`config.mk`:
```
export PLATFORM = sky130hd
export DESIGN_NAME = dma_steal_arb
export DESIGN_NICKNAME = d
export VERILOG_FILES = /design/src/rtl/dma_steal_pkg.sv /design/src/rtl/dma_chan_ctx.sv /design/src/rtl/dma_prio_pick.sv /design/src/rtl/dma_bus_seq.sv /design/src/rtl/dma_steal_arb.sv
export SDC_FILE = /design/constraint.sdc
export NUM_CORES = 1
export LEC_CHECK = 0
export ABC_AREA = 1
export BUFFER_PORTS_ARGS = -buffer_cell sky130_fd_sc_hd__buf_2
export CORE_ASPECT_RATIO = 1.75
export CORE_MARGIN = 2
export CORE_UTILIZATION = 53
export DETAILED_ROUTE_END_ITERATION = 12
export PLACE_DENSITY = 0.77
export RECOVER_POWER = 100
export SYNTH_ARGS = -nofsm -noshare
export SYNTH_HDL_FRONTEND = slang
export SYNTH_HIERARCHICAL = 1
export SYNTH_SLANG_ARGS = --single-unit
```
`constraint.sdc`:
```
create_clock -name clk -period 5.2 [get_ports clk]
set_clock_uncertainty 0.05 [all_clocks]
set_input_delay 1.04 -clock clk [delete_from_list [all_inputs] [get_ports clk]]
set_output_delay 1.04 -clock clk [all_outputs]
set_load 0.1 [all_outputs]
```
`src/rtl/dma_steal_pkg.sv`:
```
package dma_steal_pkg;

  // Word sequencer phases: wait for work, request bus, read, write.
  typedef enum logic [1:0] {
    SEQ_IDLE = 2'd0,
    SEQ_REQ  = 2'd1,
    SEQ_RD   = 2'd2,
    SEQ_WR   = 2'd3
  } seq_state_t;

endpackage

```
`src/rtl/dma_chan_ctx.sv`:
```
module dma_chan_ctx #(
  parameter int AW = 16,
  parameter int CW = 8
) (
  input  logic          clk,
  input  logic          rst_n,
  input  logic          load,
  input  logic          cfg_sel,
  input  logic          cfg_src_inc,
  input  logic          cfg_dst_inc,
  input  logic [AW-1:0] cfg_src,
  input  logic [AW-1:0] cfg_dst,
  input  logic [CW-1:0] cfg_count,
  input  logic          prim_req,
  input  logic          sec_req,
  input  logic          sw_set,
  input  logic          word_done,
  output logic          pending,
  output logic          active,
  output logic          done,
  output logic [AW-1:0] src_addr,
  output logic [AW-1:0] dst_addr
);

  logic          act_q, act_d;
  logic          done_q, done_d;
  logic          sel_q, sel_d;
  logic          sinc_q, sinc_d;
  logic          dinc_q, dinc_d;
  logic          sw_q, sw_d;
  logic [AW-1:0] src_q, src_d;
  logic [AW-1:0] dst_q, dst_d;
  logic [CW-1:0] cnt_q, cnt_d;
  logic          upd_en;

  assign upd_en = load | word_done | sw_set;

  always_comb begin
    act_d  = act_q;
    done_d = done_q;
    sel_d  = sel_q;
    sinc_d = sinc_q;
    dinc_d = dinc_q;
    sw_d   = sw_q;
    src_d  = src_q;
    dst_d  = dst_q;
    cnt_d  = cnt_q;
    if (load) begin
      sel_d  = cfg_sel;
      sinc_d = cfg_src_inc;
      dinc_d = cfg_dst_inc;
      src_d  = cfg_src;
      dst_d  = cfg_dst;
      cnt_d  = cfg_count;
      sw_d   = 1'b0;
      if (cfg_count == '0) begin
        act_d  = 1'b0;
        done_d = 1'b1;
      end else begin
        act_d  = 1'b1;
        done_d = 1'b0;
      end
    end else begin
      if (word_done && act_q) begin
        if (sinc_q) src_d = src_q + AW'(1);
        if (dinc_q) dst_d = dst_q + AW'(1);
        sw_d = 1'b0;
        if (cnt_q == CW'(1)) begin
          cnt_d  = '0;
          act_d  = 1'b0;
          done_d = 1'b1;
        end else begin
          cnt_d = cnt_q - CW'(1);
        end
      end
      if (sw_set && act_d) sw_d = 1'b1;
    end
  end

  always_ff @(posedge clk or negedge rst_n) begin
    if (!rst_n) begin
      act_q  <= 1'b0;
      done_q <= 1'b0;
      sel_q  <= 1'b0;
      sinc_q <= 1'b0;
      dinc_q <= 1'b0;
      sw_q   <= 1'b0;
      src_q  <= '0;
      dst_q  <= '0;
      cnt_q  <= '0;
    end else if (upd_en) begin
      act_q  <= act_d;
      done_q <= done_d;
      sel_q  <= sel_d;
      sinc_q <= sinc_d;
      dinc_q <= dinc_d;
      sw_q   <= sw_d;
      src_q  <= src_d;
      dst_q  <= dst_d;
      cnt_q  <= cnt_d;
    end
  end

  assign pending  = act_q & ((sel_q ? sec_req : prim_req) | sw_q);
  assign active   = act_q;
  assign done     = done_q;
  assign src_addr = src_q;
  assign dst_addr = dst_q;

endmodule

```
`src/rtl/dma_prio_pick.sv`:
```
module dma_prio_pick #(
  parameter int N  = 4,
  parameter int IW = 2
) (
  input  logic [N-1:0]  pend,
  output logic          any,
  output logic [IW-1:0] idx
);

  // Lowest index wins: scan from the top so lower indices overwrite.
  always_comb begin
    idx = '0;
    for (int i = N - 1; i >= 0; i--) begin
      if (pend[i]) idx = IW'(i);
    end
  end

  assign any = |pend;

endmodule

```
`src/rtl/dma_bus_seq.sv`:
```
module dma_bus_seq
  import dma_steal_pkg::*;
#(
  parameter int IW = 2,
  parameter int DW = 16
) (
  input  logic          clk,
  input  logic          rst_n,
  input  logic          any_pend,
  input  logic [IW-1:0] win_idx,
  input  logic          bus_gnt,
  input  logic [DW-1:0] bus_rdata,
  output logic          bus_req,
  output logic          bus_cyc,
  output logic          bus_we,
  output logic          word_done,
  output logic [IW-1:0] cur_ch,
  output logic [DW-1:0] hold_data
);

  seq_state_t    state_q, state_d;
  logic [IW-1:0] ch_q;
  logic [DW-1:0] dat_q;
  logic          ch_en;
  logic          dat_en;

  always_comb begin
    state_d = state_q;
    case (state_q)
      SEQ_IDLE: if (any_pend) state_d = SEQ_REQ;
      SEQ_REQ:  if (bus_gnt)  state_d = SEQ_RD;
      SEQ_RD:   state_d = SEQ_WR;
      SEQ_WR:   state_d = SEQ_IDLE;
      default:  state_d = SEQ_IDLE;
    endcase
  end

  assign ch_en  = (state_q == SEQ_IDLE) && any_pend;
  assign dat_en = (state_q == SEQ_RD);

  always_ff @(posedge clk or negedge rst_n) begin
    if (!rst_n) state_q <= SEQ_IDLE;
    else        state_q <= state_d;
  end

  always_ff @(posedge clk or negedge rst_n) begin
    if (!rst_n)     ch_q <= '0;
    else if (ch_en) ch_q <= win_idx;
  end

  always_ff @(posedge clk or negedge rst_n) begin
    if (!rst_n)      dat_q <= '0;
    else if (dat_en) dat_q <= bus_rdata;
  end

  assign bus_req   = (state_q != SEQ_IDLE);
  assign bus_cyc   = (state_q == SEQ_RD) || (state_q == SEQ_WR);
  assign bus_we    = (state_q == SEQ_WR);
  assign word_done = (state_q == SEQ_WR);
  assign cur_ch    = ch_q;
  assign hold_data = dat_q;

endmodule

```
`src/rtl/dma_steal_arb.sv`:
```
module dma_steal_arb #(
  parameter int NCH = 4,
  parameter int AW  = 16,
  parameter int DW  = 16,
  parameter int CW  = 8
) (
  input  logic           clk,
  input  logic           rst_n,
  input  logic [NCH-1:0] cfg_load,
  input  logic           cfg_sel,
  input  logic           cfg_src_inc,
  input  logic           cfg_dst_inc,
  input  logic [AW-1:0]  cfg_src,
  input  logic [AW-1:0]  cfg_dst,
  input  logic [CW-1:0]  cfg_count,
  input  logic [NCH-1:0] prim_req,
  input  logic [NCH-1:0] sec_req,
  input  logic [NCH-1:0] sw_req_set,
  output logic           bus_req,
  input  logic           bus_gnt,
  output logic           bus_cyc,
  output logic           bus_we,
  output logic [AW-1:0]  bus_addr,
  output logic [DW-1:0]  bus_wdata,
  input  logic [DW-1:0]  bus_rdata,
  output logic [NCH-1:0] chan_ack,
  output logic [NCH-1:0] chan_active,
  output logic [NCH-1:0] chan_done
);

  localparam int IW = (NCH > 1) ? $clog2(NCH) : 1;

  logic [NCH-1:0] pend;
  logic [NCH-1:0] ch_word_done;
  logic [AW-1:0]  src_a [NCH];
  logic [AW-1:0]  dst_a [NCH];
  logic           any_pend;
  logic [IW-1:0]  win_idx;
  logic [IW-1:0]  cur_ch;
  logic           word_done;

  for (genvar i = 0; i < NCH; i++) begin : g_chan
    assign ch_word_done[i] = word_done && (cur_ch == IW'(i));

    dma_chan_ctx #(
      .AW(AW),
      .CW(CW)
    ) i_ctx (
      .clk        (clk),
      .rst_n      (rst_n),
      .load       (cfg_load[i]),
      .cfg_sel    (cfg_sel),
      .cfg_src_inc(cfg_src_inc),
      .cfg_dst_inc(cfg_dst_inc),
      .cfg_src    (cfg_src),
      .cfg_dst    (cfg_dst),
      .cfg_count  (cfg_count),
      .prim_req   (prim_req[i]),
      .sec_req    (sec_req[i]),
      .sw_set     (sw_req_set[i]),
      .word_done  (ch_word_done[i]),
      .pending    (pend[i]),
      .active     (chan_active[i]),
      .done       (chan_done[i]),
      .src_addr   (src_a[i]),
      .dst_addr   (dst_a[i])
    );
  end

  dma_prio_pick #(
    .N (NCH),
    .IW(IW)
  ) i_pick (
    .pend(pend),
    .any (any_pend),
    .idx (win_idx)
  );

  dma_bus_seq #(
    .IW(IW),
    .DW(DW)
  ) i_seq (
    .clk      (clk),
    .rst_n    (rst_n),
    .any_pend (any_pend),
    .win_idx  (win_idx),
    .bus_gnt  (bus_gnt),
    .bus_rdata(bus_rdata),
    .bus_req  (bus_req),
    .bus_cyc  (bus_cyc),
    .bus_we   (bus_we),
    .word_done(word_done),
    .cur_ch   (cur_ch),
    .hold_data(bus_wdata)
  );

  always_comb begin
    bus_addr = '0;
    if (bus_cyc) bus_addr = bus_we ? dst_a[cur_ch] : src_a[cur_ch];
  end

  assign chan_ack = ch_word_done;

endmodule

```
# After elaboration in Yosys (flattened, before gate mapping)

Index checks and enable logic that the tools add are counted.

Register bits after elaboration: 204
Bits of input ports: 78
Output and inout port bits: 47
Word-level logic and storage cells: 242

Add/subtract/negate cells: 12
Magnitude comparators: 1
Equality and inequality tests: 12
Mux-type cells: 97
Bitwise logic cells: 17
Reductions and logical operators: 64

Operator list:

| kind                    | number |
|---|---|
| $mux W16                | 30 |
| $add A16 B1 Y16 const B | 8 |
| $mux W8                 | 12 |
| $bmux W16 S2            | 2 |
| $mux W1                 | 46 |
| $reduce_and A3 Y1       | 12 |
| $reduce_bool A2 Y1      | 17 |
| $eq A8 B1 Y1 const B    | 4 |
| $sub A8 B1 Y8 const B   | 4 |
| $reduce_and A2 Y1       | 13 |
| $logic_and A1 B1 Y1     | 13 |
| $mux W2                 | 6 |
| $or A1 B1 Y1            | 12 |
| $reduce_bool A3 Y1      | 4 |
| $eq A2 B2 Y1 const B    | 4 |
| $logic_not A8 Y1        | 1 |
| $pmux W2 S4             | 1 |
| $and A1 B1 Y1           | 4 |
| $eq A2 B1 Y1 const B    | 2 |
| $logic_not A2 Y1        | 2 |
| $reduce_or A4 Y1        | 1 |
| $ge A3 B3 Y1 const B    | 1 |
| $not A2 Y3              | 1 |
| $ne A2 B1 Y1 const B    | 1 |
| other kinds (2)         | 2 |

# Longest topological paths before layout

Gate-level depths: netlist of the first run.

Word-level depth: 8
Mapped depth: 13
Gate-level depth less buffers: 11

# Cells and area by module

Netlist of the first run, hierarchy kept.

Modules (own cells, without submodules):

| module                              | times used | cells an instance | area an instance (sq um) | sequential area each (sq um) |
|---|---|---|---|---|
| dma_chan_ctx at g_chan[0].i_ctx ... | 3          | 464               | 3070.4                   | 1151.1 |
| dma_chan_ctx at g_chan[3].i_ctx     | 1          | 465               | 3022.9                   | 1151.1 |
| dma_steal_arb                       | 1          | 320               | 1296.2                   | 0.0 |
| dma_bus_seq                         | 1          | 102               | 912.1                    | 500.5 |
| dma_prio_pick                       | 1          | 9                 | 46.3                     | 0.0 |

# Least setup slack after synthesis of the first run

No wires, ideal clock.

Kind: register to register
From: reg i_seq.state_q[0]
To: reg g_chan[0].i_ctx.src_q[3]
Library setup time: 0.130 ns
Data arrival time: 4.705 ns
Data required time: 5.020 ns
Path slack: 0.315 ns
Stages on the path, launching flop included: 11
Path buffers: 2
Clock period less this slack: 4.885 ns
Cell sequence: dfrtp_1 > ha_1 > buf_4 > inv_1 > nor3_1 > nand2_2 > o21ai_2 > inv_2 > buf_2 > a21oi_1 > a22oi_1

Cells in the longest elaborated chain, start to end: 5
Elaborated cells on any way between the ends: 7
Classes of those cells: 1 x eq/ne; 2 x bitwise; 4 x reduce/logical

RTL lines:

| what                                                | RTL line                               | source |
|---|---|---|
| start, declared                                     | dma_bus_seq.sv:21                      | `seq_state_t state_q, state_d;` |
| start signal, assigned                              | dma_bus_seq.sv:43                      | `else state_q <= state_d;` |
| $eq A2 B2 Y1 (*)                                    | -                                      |  |
| net bus_we                                          | dma_steal_arb.sv:22                    | `output logic bus_we,` |
| $logic_and A1 B1 Y1 (*)                             | dma_steal_arb.sv:43                    | `assign ch_word_done[i] = word_done && (cur_ch == IW'(i));` |
| net chan_ack[0]                                     | dma_steal_arb.sv:26                    | `output logic [NCH-1:0] chan_ack,` |
| $or A1 B1 Y1 or $logic_and A1 B1 Y1 (tied branches) | dma_chan_ctx.sv:36, dma_chan_ctx.sv:64 |  |
| $or A1 B1 Y1 or $reduce_bool A2 Y1 (tied branches)  | -                                      |  |
| $reduce_and A3 Y1 (no line) (*)                     | -                                      |  |
| end signal, assigned                                | dma_chan_ctx.sv:98                     | `src_q <= src_d;` |
| end, declared                                       | dma_chan_ctx.sv:31                     | `logic [AW-1:0] src_q, src_d;` |

Mark *: on every way through the listed nets, which the timed path passes. The rest lies on a longest branch.
A chain may end at the register's enable or synchronous reset.

# Final worst setup path of the first run

From: reg i_seq.ch_q[0] (netlist: i_seq/cur_ch[0])
To: out bus_addr[4]

Cells in the longest elaborated chain, start to end: 6
Elaborated cells on any way between the ends: 9
Classes of those cells: 8 x mux; 1 x bitwise

RTL lines:

| what                                        | RTL line            | source |
|---|---|---|
| start, declared                             | dma_bus_seq.sv:22   | `logic [IW-1:0] ch_q;` |
| start signal, assigned                      | dma_bus_seq.sv:48   | `else if (ch_en) ch_q <= win_idx;` |
| $not A2 Y3 (not written as such) (*)        | dma_steal_arb.sv:99 | `if (bus_cyc) bus_addr = bus_we ? dst_a[cur_ch] : src_a[cur_ch];` |
| $bmux W16 S2                                | dma_steal_arb.sv:99 |  |
| $mux W16 (not written as such) (2 in a row) | dma_steal_arb.sv:99 |  |
| $mux W16 (*) (2 in a row)                   | dma_steal_arb.sv:99 |  |
| end, declared                               | dma_steal_arb.sv:23 | `output logic [AW-1:0] bus_addr,` |

Mark *: on every way between the ends. The rest lies on a longest branch, timed or not. The select of a mux whose other input is x is not followed.

==> results of run 1 <==
[power by group through the flow]
stage	sequential [uW]	clock, uW	combinational, uW
after floorplan	2770	0	2760
after global placement	2530	0	3890
after detailed placement	2540	0	3940
after CTS	2510	1800	3950
after global routing	2570	1850	4280
final	2540	1780	3930
[flip-flops by register name (all words and copies together) (netlist names)]
signal / cells
g_chan.i_ctx/cnt_q: 32
i_seq/cur_ch: 2
g_chan.i_ctx/sinc_q: 4
g_chan.i_ctx/dinc_q: 4
g_chan.i_ctx/sel_q: 4
i_seq/hold_data: 16
g_chan.i_ctx/dst_addr: 64
g_chan.i_ctx/done: 4
g_chan.i_ctx/active: 4
g_chan.i_ctx/sw_q: 4
i_seq/state_q: 2
g_chan.i_ctx/src_addr: 64
[cell type report]
cell class / instances / area share [%]
clock inverter: 11 / 1.031
clock buffer: 28 / 4.084
timing repair buffer: 130 / 3.909
tap: 369 / 2.926
multi-input combinational: 1766 / 50.03
inverter: 232 / 5.670
sequential: 204 / 32.35
[stage by stage]
stage	total power (uW)	std cells	cell area, um2	setup slack, ns	utilization (%)
finish	8239	2740	15780	0.6683	58.17
global route	8696	2740	15780	0.4575	58.17
CTS	8266	2740	15940	1.027	58.76
detailed placement	6475	2701	15130	1.598	55.79
global placement	6417	2701	15130	1.584	55.79
floorplan	5537	2288	14490	0.3148	-
[cells in the final DEF (no fill, tap or decap), types with 12 or more instances in the layout]
cell | synthesis | routed
a22oi_1 | 12 | 12
nor2_1 | 293 | 294
nand2_1 | 835 | 839
clkbuf_16 | 0 | 23
o21ai_0 | 143 | 147
dfrtp_1 | 204 | 204
clkbuf_1 | 21 | 35
nand3_1 | 201 | 201
ha_1 | 21 | 21
inv_1 | 214 | 217
nand4_1 | 41 | 41
a21oi_1 | 105 | 105
clkbuf_2 | 0 | 17
buf_2 | 38 | 74
o22ai_1 | 19 | 19
[cell families (layout without fill, tap and decap cells)]
group                    count (synthesis)  after routing  share of synthesized area [%]
XOR/XNOR                                10             10                         0.6045
AND/OR/NAND/NOR                       1405           1405                          39.95
buffers and inverters                  318            401                          9.698
flip-flops                             204            204                          35.23
AO/OA/AOI/OAI                          330            330                          12.70
adder cells (fa/ha/maj)                 21             21                          1.813
[tightest hold or removal path, delay by kind of cell (launching register included)]
family        cells  cell delay, ns
flops             1            0.34
simple gates      2            0.09
[per-layer routing]
layer / part of all wire [%] / up-vias
met2: 49 / 690
met4: 10 / 0
met3: 6.1 / 206
met5: 0 / -
li1: - / 7461
met1: 35 / 7196
[final timing paths]
kind,from,slack (ns),depth (start not counted),end
min in group asynchronous,rst_n,1.14,1,g_chan[0].i_ctx/done
max in group asynchronous,rst_n,1.15,2,i_seq/hold_data[8]
hold reg to reg,i_seq/hold_data[2],0.42,2,i_seq/hold_data[2]
setup reg to reg,i_seq/cur_ch[1],1.10,8,g_chan[2].i_ctx/dst_addr[2]
hold / removal,i_seq/hold_data[2],0.42,2,i_seq/hold_data[2]
setup / recovery,i_seq/cur_ch[0],0.67,8,bus_addr[4]
==> summary.md, run 1 <==
| Metric | Value |
|---|---|
| Status | `finished with violations` |
| Violated checks | `max-capacitance violations, max-slew violations` |
| Final period util | `a little under 90%` |
| Vias per std cell | `5.676` |
| CP Class | `flop to output pin` |
| Final Hold Viols | `0` |
| WL/cell | `18.81 um` |
| Int Pwr | `3878 uW` |
| Leak pwr | `0.008151 uW` |
| # nets final | `2456` |
| Switching fraction of total power | `a little over half` |
| Syn Area/Cell | `~6.3 um2` |
| Sequential Power Share | `a little under a third` |
| Synth area leaders | `dfrtp_1, nand2_1, nor2_1` |
| Met1 GRT Util | `between 30% and 40%` |
| Port buffer count | `roughly 120` |
| # DRC | `0` |
| Slew Viols, Final | `300` |
| CORE AREA | `roughly 27000 um2` |
| Yosys reg bits | `around 200` |
| Cells after Synth | `2288` |
| Routability Congestion | `~1.0` |
| Crit path buffers/inverters | `3` |
| Synthesized Nets | `2387` |
| Min Tclk post-route | `~4.5 ns` |
| Post-DRT Antenna Nets | `0` |
| Arr. time, crit path | `~3.4 ns` |
| IO Pins | `~130` |
| 1st-pass router iterations | `6` |
| Most crowded layer after global routing | `met2` |
| FF+latch area | `between 5000 and 6000 um2` |
| Initial antenna violation count | `0` |
| RSZ-0062 raised after global routing | `no` |
| Fmax achieved | `roughly 220 MHz` |
| H-tree lvl count | `1` |
| Worst hold slack | `0.4205 ns` |
| Chip Height | `between 200 and 250 um` |
| Num CTS Buffers | `23` |
| CTS Root Cell | `clkbuf_16` |
| Post-CTS Setup Bufs | `0` |
| Critical path peak fanout | `39` |
| Routing usage on met2 | `61.34%` |
| Synthesized cell area | `between 10000 and 15000 um2` |
| Via Count | `15553` |
| Area fraction of the dominant cell type after synthesis | `around a third` |
| Most used cell, CP | `nor2_1` |
| PostCTS Resize Cnt | `0` |
| Clock share of power | `between 20% and 30%` |
| # Max-Cap Violations | `7` |
| Grt met3 use | `4.695%` |
| Clock slew seen by the registers of the worst setup and hold paths | `around 0.06 ns` |
| Final setup viols | `0` |
| Maximum VDD drop | `between 400 and 500 uV` |
| Detail Placement HPWL | `38200 um` |
| Post-synth EDFFs | `0` |
| Floorplan row count | `80` |
| Ant. Diodes | `0` |
| Routed WL | `between 50000 and 60000 um` |
| Clock Latency Late Sink | `0.54 ns` |
| Critical path endpoint category | `output pin` |
| Hold/Removal Path Class | `flop to flop` |
| Total GRT Usage | `~36%` |
| Crit-path leading delay family | `simple AND/OR/NAND/NOR gates` |
| Syn-to-layout area delta | `8.903%` |
| Cts hold-fix bufs | `0` |
| Clk buf depth | `3` |
| Post-synth cell types | `41` |
| PwrDens | `~520 nW/um2` |
| Die Wd | `about 130 um` |
| Cell taking the most area after synthesis | `dfrtp_1` |
| Final-layout fill cell count | `2743` |
| CTS Sinks | `just over 200` |
| Grt total ovfl | `0` |
| Slew headroom | `-49.65%` |
| Tightest Pin Transition | `2.245 ns` |
| Max stage delay on crit path | `~0.89 ns` |
| Layout cells sized above 1 | `7.550%` |
| Worst path cell trace | `buf_4, inv_2, nor2_1, nand2_1, nand3_1, nor2_1, nor2_1, clkbuf_2` |
| Number of global-route vias before repair | `14780` |
| Top cells by count, synth | `nand2_1, nor2_1, inv_1` |
| Worst path required time | `about 4.1 ns` |
| 1st-iter DRT viols | `1142` |
| Main synth FF type | `dfrtp_1` |
| Die footprint | `around 29000 um2` |
| Multi-input logic area | `just under 8000 um2` |
| Largest net degree at the start of global routing | `86` |
| Slowest cell on crit path | `nor2_1` |
| First-pass GRT wire length | `78860 um` |
| Sequential share of the synthesized area | `between 30% and 40%` |
| Count leader, synth | `nand2_1` |
| CTS tree | `done` |
| Initial core utilization | `53.41%` |
| Logic pwr share | `between 40% and 50%` |
| Yosys warns | `6` |
| Setup TNS | `0 ns` |
| NetSw | `4361 uW` |
| Async set or reset register ratio after synthesis | `between 90% and 100%` |
| CP startpoint kind | `flop` |
Note: power is estimated with default switching activity, not from simulation.
==> inputs of run 2 (changes only) <==
CORE_MARGIN = 3   (was 2)
==> summary.md, run 2 (synthesis gave the netlist of run 1 again) <==
| Metric | Value |
|---|---|
| CP Class | `flop to output pin` |
| Detail Placement HPWL | `about 38000 um` |
| Num CTS Buffers | `23` |
| Min Tclk post-route | `about 4.8 ns` |
| Arr. time, crit path | `roughly 3.7 ns` |
| Clock Latency Late Sink | `between 0.5 and 0.6 ns` |
| CTS Sinks | `204` |
| Violated checks | `max-capacitance violations, max-slew violations` |
| Floorplan row count | `79` |
| Slowest cell on crit path | `clkbuf_1` |
| PwrDens | `517.4 nW/um2` |
| Worst path cell trace | `ha_1, inv_1, nor3_1, clkbuf_1` |
| 1st-iter DRT viols | `roughly 1300` |
| CTS tree | `done` |
| Worst path required time | `between 4 and 5 ns` |
| IO Pins | `between 100 and 150` |
| Crit path buffers/inverters | `2` |
| Status | `finished with violations` |
| Maximum VDD drop | `around 740 uV` |
| Hold/Removal Path Class | `flop to flop` |
| Die footprint | `29440 um2` |
| # nets final | `2456` |
| Grt total ovfl | `0` |
| Total GRT Usage | `between 30% and 40%` |
| Initial core utilization | `between 50 and 60%` |
| Fmax achieved | `209.3 MHz` |
| # Max-Cap Violations | `7` |
| Post-CTS Setup Bufs | `0` |
| CORE AREA | `26790 um2` |
| 1st-pass router iterations | `8` |
| Syn-to-layout area delta | `8.549%` |
| Crit-path leading delay family | `buffers and inverters` |
| Post-DRT Antenna Nets | `0` |
| Inst Count DP | `2696` |
| Slew headroom | `-116.0%` |
| WL/cell | `18.74 um` |
| Layout Cells excl Fill | `between 2000 and 3000` |
| Routing usage on met2 | `a little under three fifths` |
| CTS Root Cell | `clkbuf_16` |
| RSZ-0062 raised after global routing | `no` |
| Critical path endpoint category | `output pin` |
| Tightest Pin Transition | `3.240 ns` |
| Vias per std cell | `roughly 5.7` |
| Leak pwr | `roughly 0.008 uW` |
| Die Wd | `about 130 um` |
| CP startpoint kind | `flop` |
| Most frequent cells in the layout | `nand2_1, nor2_1, inv_1, dfrtp_1, nand3_1` |
| Placed Area | `15130 um2` |
| Critical path peak fanout | `20` |
| Layout cells sized above 1 | `under 10%` |
| Clk buf depth | `3` |
| Final setup viols | `0` |
| Final period util | `91.87%` |
| Number of global-route vias before repair | `~14000` |
| Post-route cell area | `between 15000 and 20000 um2` |
| H-tree lvl count | `1` |
| Ant. Diodes | `0` |
| Routability Congestion | `1.015` |
| Grt met3 use | `between 3 and 4%` |
| Met1 GRT Util | `37.90%` |
| Routed WL | `about 51000 um` |
| Port buffer count | `about 120` |
| Worst hold slack | `approximately 0.42 ns` |
| Largest net degree at the start of global routing | `about 120` |
| PostCTS Resize Cnt | `0` |
| # DRC | `0` |
| Most crowded layer after global routing | `met2` |
| Slew Viols, Final | `291` |
| Initial antenna violation count | `0` |
| First-pass GRT wire length | `around 77000 um` |
| Via Count | `around 16000` |
| Chip Height | `about 220 um` |
| Commonest non-fill, non-tap cell in the layout | `nand2_1` |
| Cts hold-fix bufs | `0` |
| Setup TNS | `0 ns` |
| Max stage delay on crit path | `between 0.9 and 1 ns` |
| Clock slew seen by the registers of the worst setup and hold paths | `approximately 0.070 ns` |
| Final Hold Viols | `0` |
-- run 2: final cells by class --
type	instances	area, um2
sequential	204	5105
clock buffer	34	686.9
tap	364	455.4
multi-input combinational	1766	7889
timing repair buffer	130	620.6
clock inverter	8	77.57
inverter	232	893.4
fill	2715	11060
-- run 2: final timing paths --
kind	to	slack, ns	cells after the start	from
worst max-delay path	chan_ack[1]	0.42	4	i_seq/state_q[1]
worst min-delay path	i_seq/hold_data[13]	0.42	2	i_seq/hold_data[13]
worst max register to register	g_chan[1].i_ctx/src_addr[10]	0.74	11	i_seq/state_q[1]
worst min register to register	i_seq/hold_data[13]	0.42	2	i_seq/hold_data[13]
max in group asynchronous	i_seq/hold_data[8]	1.71	1	rst_n
min in group asynchronous	g_chan[0].i_ctx/dst_addr[7]	1.54	1	rst_n
-- run 2: stage by stage --
| stage | setup WS [ns] | util (%) | power, uW |
|---|---|---|---|
| 3_5_place_dp | 1.427 | 56.48 | 6464 |
| 4_1_cts | 0.8487 | 59.33 | 8153 |
| 5_1_grt | 0.3603 | 58.71 | 8592 |
| 6_report | 0.4226 | 58.71 | 8138 |
| 2_1_floorplan | 0.3148 | - | 5537 |
| 3_3_place_gp | 1.443 | 56.48 | 6403 |
-- run 2: per-layer routing --
layer | share of wire, % | vias up
met5 | 0 | -
met1 | 35 | 7187
met3 | 6.2 | 212
li1 | - | 7447
met4 | 11 | 0
met2 | 48 | 666
-- run 2: worst min-delay path: stages (launching register included) --
cell and delay [ns]:
dfrtp_1 0.34, nand2_1 0.05, nand2_1 0.04
-- run 2: report_power, final --
part / switching [uW] / total [uW] / internal [uW] / leakage (uW)
clock: 718 / 1680 / 967 / 0.000373
sequential: 568 / 2530 / 1960 / 0.00239
combinational: 3080 / 3930 / 843 / 0.00535
total: 4370 / 8140 / 3770 / 0.00812
==> inputs of run 3 (changes only) <==
CORE_ASPECT_RATIO = unset   (was 1.75)
==> summary.md, run 3 (synthesis gave the netlist of run 1 again) <==
| Metric | Value |
|---|---|
| IO Pins | `roughly 130` |
| Worst hold stages | `2` |
| CORE AREA | `between 20000 and 30000 um2` |
| Violated checks | `max-capacitance violations, max-slew violations` |
| First-pass GRT wire length | `between 70000 and 80000 um` |
| Worst r2r path cells | `11` |
| Commonest non-fill, non-tap cell in the layout | `nand2_1` |
| Vias per std cell | `between 5 and 6` |
| Grt total ovfl | `0` |
| Finished Core Util | `between 50% and 60%` |
| Slowest cell on crit path | `clkbuf_1` |
| Floorplan row count | `59` |
| Critical R2R Capture | `g_chan[3].i_ctx/dst_addr[14]` |
| Routability Congestion | `~0.96` |
| Die footprint | `between 20000 and 30000 um2` |
| Hold/Removal Path Class | `flop to flop` |
| Max stage delay on crit path | `0.89 ns` |
| Post-Place Worst Slack | `around 1.7 ns` |
| Reg2reg start | `i_seq/state_q[0]` |
| 1st-iter DRT viols | `1600` |
| Inst Count DP | `between 2000 and 3000` |
| Post-DRT Antenna Nets | `0` |
| CTS Sinks | `approximately 200` |
| Syn-to-layout area delta | `8.661%` |
| Min Tclk post-route | `~4.6 ns` |
| Detail Placement HPWL | `~34000 um` |
| RSZ-0062 raised after global routing | `no` |
| Worst path required time | `just over 4 ns` |
| 1st-pass router iterations | `6` |
| Tightest Pin Transition | `approximately 3 ns` |
| Status | `finished with violations` |
| CP startpoint kind | `flop` |
| Maximum VDD drop | `374.4 uV` |
| Clk buf depth | `3` |
| Final Worst Setup Slack | `between 0.6 and 0.7 ns` |
| Layout cells sized above 1 | `under 10%` |
| Routed WL | `approximately 47000 um` |
| Clock Latency Late Sink | `~0.53 ns` |
| CTS Root Cell | `clkbuf_16` |
| Cts hold-fix bufs | `0` |
| # Max-Cap Violations | `6` |
| Die Wd | `between 150 and 200 um` |
| Post-CTS Setup Bufs | `0` |
| H-tree lvl count | `1` |
| Leak pwr | `between 0.008 and 0.009 uW` |
| Critical path endpoint category | `output pin` |
| Critical path peak fanout | `20` |
| Arr. time, crit path | `around 3.5 ns` |
| PostCTS Resize Cnt | `0` |
| Number of global-route vias before repair | `between 10000 and 15000` |
| WL/cell | `about 17 um` |
| Clock slew seen by the registers of the worst setup and hold paths | `about 0.06 ns` |
| Slew Viols, Final | `between 200 and 300` |
| Final Hold Viols | `0` |
| Num CTS Buffers | `24` |
| Worst hold slack | `0.4197 ns` |
| Critical Path Source | `i_seq/state_q[0]` |
| Fmax achieved | `218.3 MHz` |
| Via Count | `around 15000` |
| Slew headroom | `-101.3%` |
| Port buffer count | `around 120` |
| Total GRT Usage | `31.91%` |
| PwrDens | `slightly above 500 nW/um2` |
| # nets final | `2461` |
| Chip Height | `approximately 170 um` |
| Reg2Reg Setup Slack | `0.87 ns` |
| Initial core utilization | `54.82%` |
| Worst path cell trace | `ha_1, inv_1, nand3_1, nand2_1, nor2_1, clkbuf_1` |
| Most frequent cells in the layout | `nand2_1, nor2_1, inv_1, dfrtp_1, nand3_1` |
| Layout Cells excl Fill | `2715` |
| Final setup viols | `0` |
| Largest net degree at the start of global routing | `approximately 110` |
| CTS tree | `done` |
| Setup TNS | `0 ns` |
| # DRC | `0` |
| CP endpoint | `bus_addr[3]` |
| Final period util | `88.11%` |
| CP Class | `flop to output pin` |
| Initial antenna violation count | `1` |
==> run 3: changes by cell type in the layout (fill, tap and decap cells not counted), moves of 3 or more <==
| cell | previous run | this run |
|---|---|---|
| clkinv_2 | 3 | 6 |
| buf_2 | 89 | 75 |
| clkbuf_1 | 42 | 55 |
| clkbuf_2 | 1 | 4 |
==> run 3: how the worst min path moves through the flow <==
stage | from | to | slack, ns
floorplan | g_chan[0].i_ctx/sw_q | g_chan[0].i_ctx/sw_q | 0.40
global placement | i_seq/hold_data[2] | i_seq/hold_data[2] | 0.40
detailed placement | i_seq/hold_data[7] | i_seq/hold_data[7] | 0.40
CTS | i_seq/hold_data[7] | i_seq/hold_data[7] | 0.42
global route | i_seq/hold_data[2] | i_seq/hold_data[2] | 0.44
finish | i_seq/hold_data[7] | i_seq/hold_data[7] | 0.42
==> run 3: where the power goes <==
| group | total (uW) | internal, uW | switching, uW | leakage [uW] |
|---|---|---|---|---|
| registers | 2470 | 1960 | 505 | 0.00239 |
| logic | 3940 | 818 | 3120 | 0.00531 |
| clock network | 1740 | 1040 | 694 | 0.000400 |
==> run 3: final cells by class <==
cell class,count,area (um2)
fillers,2552,10680
multi-input cells,1766,7900
flip-flops and latches,204,5105
inverters,232,893.4
clock buffers,33,705.7
repair buffers,134,613.1
well taps,335,419.2
clock inverters,10,105.1
diodes,1,2.502
==> run 3: critical path: cells and delay by family (launching register included) <==
family / cells / cell delay (ns)
buffers and inverters: 2 / 1.35
and+or+nand+nor: 3 / 0.43
adders and majority gates: 1 / 0.77
DFF: 1 / 0.40
==> run 3: stage by stage <==
stage / total power (uW) / instance area, um2
2_1_floorplan: 5537 / 14490
4_1_cts: 8174 / 15920
3_3_place_gp: 6346 / 15110
6_report: 8141 / 15740
5_1_grt: 8630 / 15740
3_5_place_dp: 6414 / 15110
==> run 3: routing by layer <==
layer	part of all wire, %	vias to the layer above	GRT usage, %	routed length, um
li1	-	7453	-	-
met2	44	718	49.10	20790
met1	42	7178	43.32	19710
met5	0	-	0	0
met3	9.7	142	7.171	4568
met4	4.8	0	14.21	2267
